$ cat src/rtl/mix_osd_pkg.sv
package mix_osd_pkg;
  typedef enum logic [1:0] {
    SEL_VIDEO = 2'd0,
    SEL_OSD   = 2'd1,
    SEL_SEMI  = 2'd2,
    SEL_BLANK = 2'd3
  } sel_e;
endpackage

$ cat src/rtl/mix_sel_dec.sv
module mix_sel_dec
  import mix_osd_pkg::*;
#(
  parameter int CH_N = 3,
  parameter logic [CH_N-1:0] SEMI_CODE = 3'b101
) (
  input  logic            blk_i,
  input  logic            fblk_i,
  input  logic            semi_en_i,
  input  logic [CH_N-1:0] osd_bits_i,
  output sel_e            sel_o
);
  // blank beats overlay, overlay beats video
  always_comb begin
    if (blk_i)                                       sel_o = SEL_BLANK;
    else if (!fblk_i)                                sel_o = SEL_VIDEO;
    else if (semi_en_i && (osd_bits_i == SEMI_CODE)) sel_o = SEL_SEMI;
    else                                             sel_o = SEL_OSD;
  end
endmodule

$ cat src/rtl/mix_black_gen.sv
module mix_black_gen #(
  parameter int DCL_W      = 4,
  parameter int DC_MAX     = 12,
  parameter int DC_STEP    = 8,
  parameter int BLACK_BASE = 64,
  parameter int SUM_W      = 22
) (
  input  logic [DCL_W-1:0] dc_lvl_i,
  output logic [SUM_W-1:0] black_o
);
  localparam logic [DCL_W-1:0] DC_LIM = DCL_W'(DC_MAX);

  logic [DCL_W-1:0] dc_eff;

  always_comb begin
    dc_eff  = (dc_lvl_i > DC_LIM) ? DC_LIM : dc_lvl_i;
    black_o = SUM_W'(BLACK_BASE) + SUM_W'(dc_eff) * SUM_W'(DC_STEP);
  end
endmodule

$ cat src/rtl/mix_chan_lvl.sv
module mix_chan_lvl
  import mix_osd_pkg::*;
#(
  parameter int VID_W      = 8,
  parameter int BRT_W      = 8,
  parameter int OSD_W      = 4,
  parameter int OUT_W      = 10,
  parameter int SUM_W      = 22,
  parameter int OSD_STEP   = 16,
  parameter int BLANK_DROP = 20
) (
  input  sel_e             sel_i,
  input  logic [SUM_W-1:0] black_i,
  input  logic [BRT_W-1:0] brt_i,
  input  logic [VID_W-1:0] vid_i,
  input  logic             osd_bit_i,
  input  logic [OSD_W-1:0] osd_lvl_i,
  output logic [OUT_W-1:0] lvl_o
);
  localparam logic [SUM_W-1:0] TOP  = SUM_W'({OUT_W{1'b1}});
  localparam logic [SUM_W-1:0] DROP = SUM_W'(BLANK_DROP);

  logic [SUM_W-1:0] lit;
  logic [SUM_W-1:0] osd_add;
  logic [SUM_W-1:0] raw;

  always_comb begin
    lit     = black_i + SUM_W'(brt_i);
    osd_add = osd_bit_i ? SUM_W'(osd_lvl_i) * SUM_W'(OSD_STEP) : '0;
    unique case (sel_i)
      SEL_BLANK: raw = (black_i >= DROP) ? (black_i - DROP) : '0;
      SEL_SEMI:  raw = lit + SUM_W'(vid_i >> 1);
      SEL_OSD:   raw = lit + osd_add;
      default:   raw = lit + SUM_W'(vid_i);
    endcase
    lvl_o = (raw > TOP) ? '1 : raw[OUT_W-1:0];
  end
endmodule

$ cat src/rtl/mix_osd_blank.sv
module mix_osd_blank
  import mix_osd_pkg::*;
#(
  parameter int CH_N       = 3,
  parameter int VID_W      = 8,
  parameter int BRT_W      = 8,
  parameter int OSD_W      = 4,
  parameter int DCL_W      = 4,
  parameter int OUT_W      = 10,
  parameter int DC_MAX     = 12,
  parameter int DC_STEP    = 8,
  parameter int BLACK_BASE = 64,
  parameter int OSD_STEP   = 16,
  parameter int BLANK_DROP = 20,
  parameter logic [CH_N-1:0] SEMI_CODE = 3'b101
) (
  input  logic                  clk_i,
  input  logic                  rst_ni,
  input  logic [CH_N*VID_W-1:0] vid_i,
  input  logic [BRT_W-1:0]      brt_i,
  input  logic [OSD_W-1:0]      osd_lvl_i,
  input  logic [DCL_W-1:0]      dc_lvl_i,
  input  logic [CH_N-1:0]       osd_bits_i,
  input  logic                  fblk_i,
  input  logic                  blk_i,
  input  logic                  semi_en_i,
  output logic [CH_N*OUT_W-1:0] lvl_o
);
  localparam int SUM_W = OUT_W + VID_W + 4;

  sel_e             sel;
  logic [SUM_W-1:0] black;
  logic [CH_N*OUT_W-1:0] lvl_d, lvl_q;

  mix_sel_dec #(.CH_N(CH_N), .SEMI_CODE(SEMI_CODE)) u_sel (
    .blk_i      (blk_i),
    .fblk_i     (fblk_i),
    .semi_en_i  (semi_en_i),
    .osd_bits_i (osd_bits_i),
    .sel_o      (sel)
  );

  mix_black_gen #(
    .DCL_W(DCL_W), .DC_MAX(DC_MAX), .DC_STEP(DC_STEP),
    .BLACK_BASE(BLACK_BASE), .SUM_W(SUM_W)
  ) u_black (
    .dc_lvl_i (dc_lvl_i),
    .black_o  (black)
  );

  for (genvar k = 0; k < CH_N; k++) begin : g_ch
    mix_chan_lvl #(
      .VID_W(VID_W), .BRT_W(BRT_W), .OSD_W(OSD_W), .OUT_W(OUT_W),
      .SUM_W(SUM_W), .OSD_STEP(OSD_STEP), .BLANK_DROP(BLANK_DROP)
    ) u_lvl (
      .sel_i     (sel),
      .black_i   (black),
      .brt_i     (brt_i),
      .vid_i     (vid_i[k*VID_W +: VID_W]),
      .osd_bit_i (osd_bits_i[k]),
      .osd_lvl_i (osd_lvl_i),
      .lvl_o     (lvl_d[k*OUT_W +: OUT_W])
    );
  end

  always_ff @(posedge clk_i or negedge rst_ni) begin
    if (!rst_ni) lvl_q <= '0;
    else         lvl_q <= lvl_d;
  end

  assign lvl_o = lvl_q;
endmodule

$ cat config.mk
export PLATFORM = sky130hd
export DESIGN_NAME = mix_osd_blank
export DESIGN_NICKNAME = d
export VERILOG_FILES = /design/src/rtl/mix_osd_pkg.sv /design/src/rtl/mix_sel_dec.sv /design/src/rtl/mix_black_gen.sv /design/src/rtl/mix_chan_lvl.sv /design/src/rtl/mix_osd_blank.sv
export SDC_FILE = /design/constraint.sdc
export NUM_CORES = 1
export LEC_CHECK = 0
export BUFFER_PORTS_ARGS = -buffer_cell sky130_fd_sc_hd__buf_2
export CAP_MARGIN = 25
export CORE_ASPECT_RATIO = 1.25
export CORE_UTILIZATION = 60
export CTS_BUF_LIST = sky130_fd_sc_hd__clkbuf_2
export DETAILED_ROUTE_END_ITERATION = 7
export PLACE_DENSITY = 0.84
export SYNTH_ARGS = -nofsm -noshare
export SYNTH_HDL_FRONTEND = slang
export SYNTH_HIERARCHICAL = 1
export SYNTH_SLANG_ARGS = --single-unit
$ cat constraint.sdc
create_clock -name clk_i -period 0.8 [get_ports clk_i]
set_clock_uncertainty 0.05 [all_clocks]
set_input_delay 0.16 -clock clk_i [delete_from_list [all_inputs] [get_ports clk_i]]
set_output_delay 0.16 -clock clk_i [all_outputs]
set_load 0.02 [all_outputs]
==> results.cfg, run 1 <==
[synthesis]
syn_avg_cell_area_um2 = 7.60
ys_ff_latch = 30
synth_cell_types = 113
yosys_warnings = 6
async_flop_share_pct = 100
synth_area_leaders = ha_1 10%, dfrtp_1 9.5%, xnor2_1 6.3%, nand2_1 4.2%, a21oi_1 4.0%
synth_edf_count = 0
synth-seq-area-share_pct = 9.47
netlist_instances = 1043
netlist_area_mm2 = 0.00793
ys.flop_type = dfrtp_1
yosys.area.top_type_share_pct = 10.4
yosys.area.top_type = ha_1

[global_route]
grt_pass1_wl_mm = 80.3
grt_max_degree = 37
track_usage_pct = 75.5
overflow = 240
grt_pass1_vias = 13500

[status]
status = stopped before the end
error = [ERROR GRT-0116] Global routing finished with congestion. Check the congestion regions in the DRC Viewer.
stop_stage = global routing

[floorplan]
rows = 46
die_w_um = 105
die_y_um = 131
initial_core_util_pct = 62.0
ios = 78

[placement]
gp_congestion = 0.944
placed_area_mm2 = 0.0100
port_buffers = 77
place_hpwl_mm = 21.7

[clock_network]
cts_buffer_depth = 2
root_buffer = clkbuf_2
cts_htree_levels = 2
cts_buffers = 5
cts.sinks = 30
## metal layers
metal	track usage (%)	GRT overflow
met1	73.3	3
met2	100	159
met3	52.2	2
met4	80.0	76
met5	24.3	0
## synthesized netlist by cell type (7+ instances only)
cell type  count
o22ai_1        8
nor3_1        33
a22o_1         9
xor2_1        31
nor2b_1       13
and4_1        11
nor4_1        17
a221oi_1       8
and3_1        15
and2_1        10
nand2b_1      20
nand2_1       88
inv_1         49
o31a_1         7
nand4_1       16
o21ai_0       53
buf_4         17
o21a_1        18
a221o_1        8
o211ai_1      12
buf_2         11
nor2_1        80
a211oi_1      10
or3_1          9
xnor2_1       57
nand3_1       39
a21o_1        25
clkbuf_1      22
ha_1          66
a21oi_1       64
o22a_1         9
dfrtp_1       30
a31oi_1       11
## stage by stage
step,setup WS (ns),hold slack (ns),utilization [%],setup TNS (ns),instances
floorplan,-2.33,-0.186,-,-57.74,1059
global placement,-2.41,0.0765,78.5,-66.50,1456
detailed placement,-2.63,0.0830,78.5,-69.95,1456
CTS,-2.06,0.146,86.3,-64.54,1506
## cells by family after synthesis
kind of cell / Yosys count / synth area share, %
adder cells (fa/ha/maj): 72 / 11.9
AND/OR/NAND/NOR: 400 / 27.7
multiplexers: 6 / 0.789
AO/OA/AOI/OAI: 334 / 32.1
buffers and inverters: 108 / 7.36
flip-flops: 30 / 9.47
XOR/XNOR: 92 / 10.6
other: 1 / 0.0473
## repair_timing
item                                   CTS
pin swaps                               72
endpoints found under the hold margin   30
setup endpoints to repair               60
resized for setup                      170
hold buffers                             1
buffers inserted                        42
==> run 2, diff against run 1 <==
--- a/config.mk
+++ b/config.mk
@@ -7,11 +7,9 @@
 export LEC_CHECK = 0
 export BUFFER_PORTS_ARGS = -buffer_cell sky130_fd_sc_hd__buf_2
 export CAP_MARGIN = 25
-export CORE_ASPECT_RATIO = 1.25
-export CORE_UTILIZATION = 60
-export CTS_BUF_LIST = sky130_fd_sc_hd__clkbuf_2
+export CORE_UTILIZATION = 40
 export DETAILED_ROUTE_END_ITERATION = 7
-export PLACE_DENSITY = 0.84
+export PLACE_DENSITY_LB_ADDON = 0.15
 export SYNTH_ARGS = -nofsm -noshare
 export SYNTH_HDL_FRONTEND = slang
 export SYNTH_HIERARCHICAL = 1
==> run 2 against run 1 <==
Compared with the run above: the flow now finishes, with violations (setup timing); synthesized cell count is the same; synthesized area stayed put.
==> results.cfg, run 2 <==
[route]
wire_per_inst_um = 16.8
dr.pass1.iters = 5
routed_wl_mm = 26.8
ant_nets = 0
via_per_inst = 5.64
via_count = 9036
drc = 0
drt_first_iter_violations = 401

[synthesis]
yosys.area.top_type_share_pct = 10.4
ys_ff_latch = 30
netlist_area_mm2 = 0.00793
async_flop_share_pct = 100
synth-seq-area-share_pct = 9.47
synth_cell_types = 113
synth_most_common_cell = nand2_1
synth_common_cells = 88 x nand2_1, 80 x nor2_1, 66 x ha_1
netlist_instances = 1043
synth_area_leaders = ha_1 10%, dfrtp_1 9.5%, xnor2_1 6.3%, nand2_1 4.2%, a21oi_1 4.0%
synth_edf_count = 0
ys.flop_type = dfrtp_1
syn_avg_cell_area_um2 = 7.60
yosys.area.top_type = ha_1
yosys_warnings = 6

[sta]
fin_crit_ns = 2.91
hold_viol = 0
rsz0062_at_grt = yes
drv_slew = 0
slew_headroom_pct = 56.3
tns_ns = -61.72
fmax_ghz = 0.344
final.setup.worst_slack_ns = -2.11
worst_slew_pin_slew_ns = 0.654
setup_viol = 60
fin_crit_sh_pct = 363

[final_layout]
final_cell_mix = 221 x buf_4, 79 x nand2_1, 76 x nor2_1
finalNonFillerCells = 1601
final_common_cell = buf_4
final_cell_area_mm2 = 0.0115
area_growth_syn_to_layout_pct = 44.9
fin_nets = 1454
layout-drive-gt1-share_pct = 39.4
largest_reg_flops = 30
fin_util_pct = 59.0

[status]
violations = setup timing
status = complete, but fails checks

[critical_path]
endpoint_kind = flip-flop
cp.required_ns = 0.93
cp_num_buf_inv = 4
path_class = in -> reg
setup.worst_path.start_class = input port
critPathMaxFanout = 5
cp_slowest_stage_delay_ns = 0.34
crit_chain = buf_6, nand4b_1, o21bai_4, buf_4, ha_4, buf_6, a222oi_1, inv_1, ha_4, nand3_2, o22ai_2, o21a_1, o41a_1, a21oi_1, nor2_1, o2bb2ai_1, a21o_1
cpMaxStageDelayCell = o41a_1
critPathArrivalTime_ns = 3.03
cp_top_family = compound AO/OA/AOI/OAI gates

[floorplan]
die_w_um = 143
dieArea_mm2 = 0.0204
ios = 78
die_y_um = 143
core_region_area_mm2 = 0.0195
rows = 51
initial_core_util_pct = 40.7

[global_route]
track_usage_pct = 27.1
grt_pass1_wl_mm = 43.8
grt_max_degree = 37
antenna_found_initial = 1
overflow = 0
grt_pass1_vias = 8846

[placement]
gp_congestion = 0.922
placed_cells = 1554
placed_area_mm2 = 0.0102
place_hpwl_mm = 20.7
port_buffers = 77

[clock_network]
cts_buffer_depth = 2
cts.sinks = 30
path_clk_slew_ns = 0.06
cts_tree = yes
cts_buffers = 5
cts_htree_levels = 2
root_buffer = clkbuf_16

[pwr]
vdd_drop_max_uv = 1030
report.power.total_mw = 12.7
power.leakage_nw = 4.64
power_density_mw_per_mm2 = 1100

[worst_hold_path]
hold_path_class = in -> async

[flow_run]
cap_violations = 0
run 2: cell counts after synthesis:
No cell type changed its count.
run 2: path summary, 6_finish.rpt:
kind                                       end  cells past startpoint  slack [ns]           from
hold / removal              lvl_o[2]$_DFF_PN0_                      3        0.31         rst_ni
min in group clk_i          lvl_o[0]$_DFF_PN0_                      6        0.31       vid_i[0]
setup / recovery           lvl_o[19]$_DFF_PN0_                     17       -2.11  osd_bits_i[1]
max in group asynchronous  lvl_o[29]$_DFF_PN0_                      3        0.20         rst_ni
run 2: kinds of logic (layout without fill, tap and decap cells):
kind of cell	after synthesis	count (layout)	share of synthesized area (%)
simple gates	400	400	27.7
compound gates	334	334	32.1
buf+inv	108	384	7.36
xor+xnor	92	92	10.6
fa+ha+maj	72	72	11.9
flops	30	30	9.47
mux	6	6	0.789
other cells	1	18	0.0473
run 2: layout make-up:
| type | instances | area, um2 |
|---|---|---|
| antenna | 1 | 2.50 |
| clock buffer | 6 | 139 |
| clock inverter | 2 | 12.5 |
| fill | 1705 | 7980 |
| inverter | 50 | 199 |
| multi-input combinational | 921 | 7420 |
| sequential | 30 | 751 |
| tap | 265 | 332 |
| timing repair buffer | 326 | 2620 |
run 2: worst min-delay path, stage by stage:
cell and delay [ns]:
dlygate4sd3_1 0.52, buf_2 0.12, buf_12 0.21
run 2: power breakdown:
part	total, mW	switching, mW	internal [mW]
Clock	2.01	0.776	1.23
Combinational	9.09	4.59	4.51
Sequential	1.56	0.0131	1.55
Total	12.7	5.38	7.29
run 2: metrics by stage:
stage	hold WS (ns)	setup WS, ns
finish	0.309	-2.11
global route	0.343	-2.24
CTS	0.305	-2.12
detailed placement	0.0829	-2.54
global placement	0.0819	-2.51
floorplan	-0.186	-2.33
run 2: routing by layer:
layer / global-route usage [%] / vias to the layer above / part of all wire [%]
met5: 0 / - / 0
met4: 8.09 / 0 / 2.2
met3: 2.35 / 39 / 3.8
met2: 48.5 / 201 / 49
met1: 34.2 / 4293 / 45
li1: - / 4503 / -
run 2: what timing repair did:
| item | in CTS | in global routing |
|---|---|---|
| cloned | 3 | 0 |
| hold buffers | 1 | 0 |
| buffers inserted | 28 | 10 |
| gates resized for setup | 190 | 28 |
| hold endpoints to repair | 30 | 0 |
| pin swaps | 81 | 29 |
| endpoints found under the setup margin | 60 | 60 |
No activity file was read; power rests on OpenSTA's default activity.
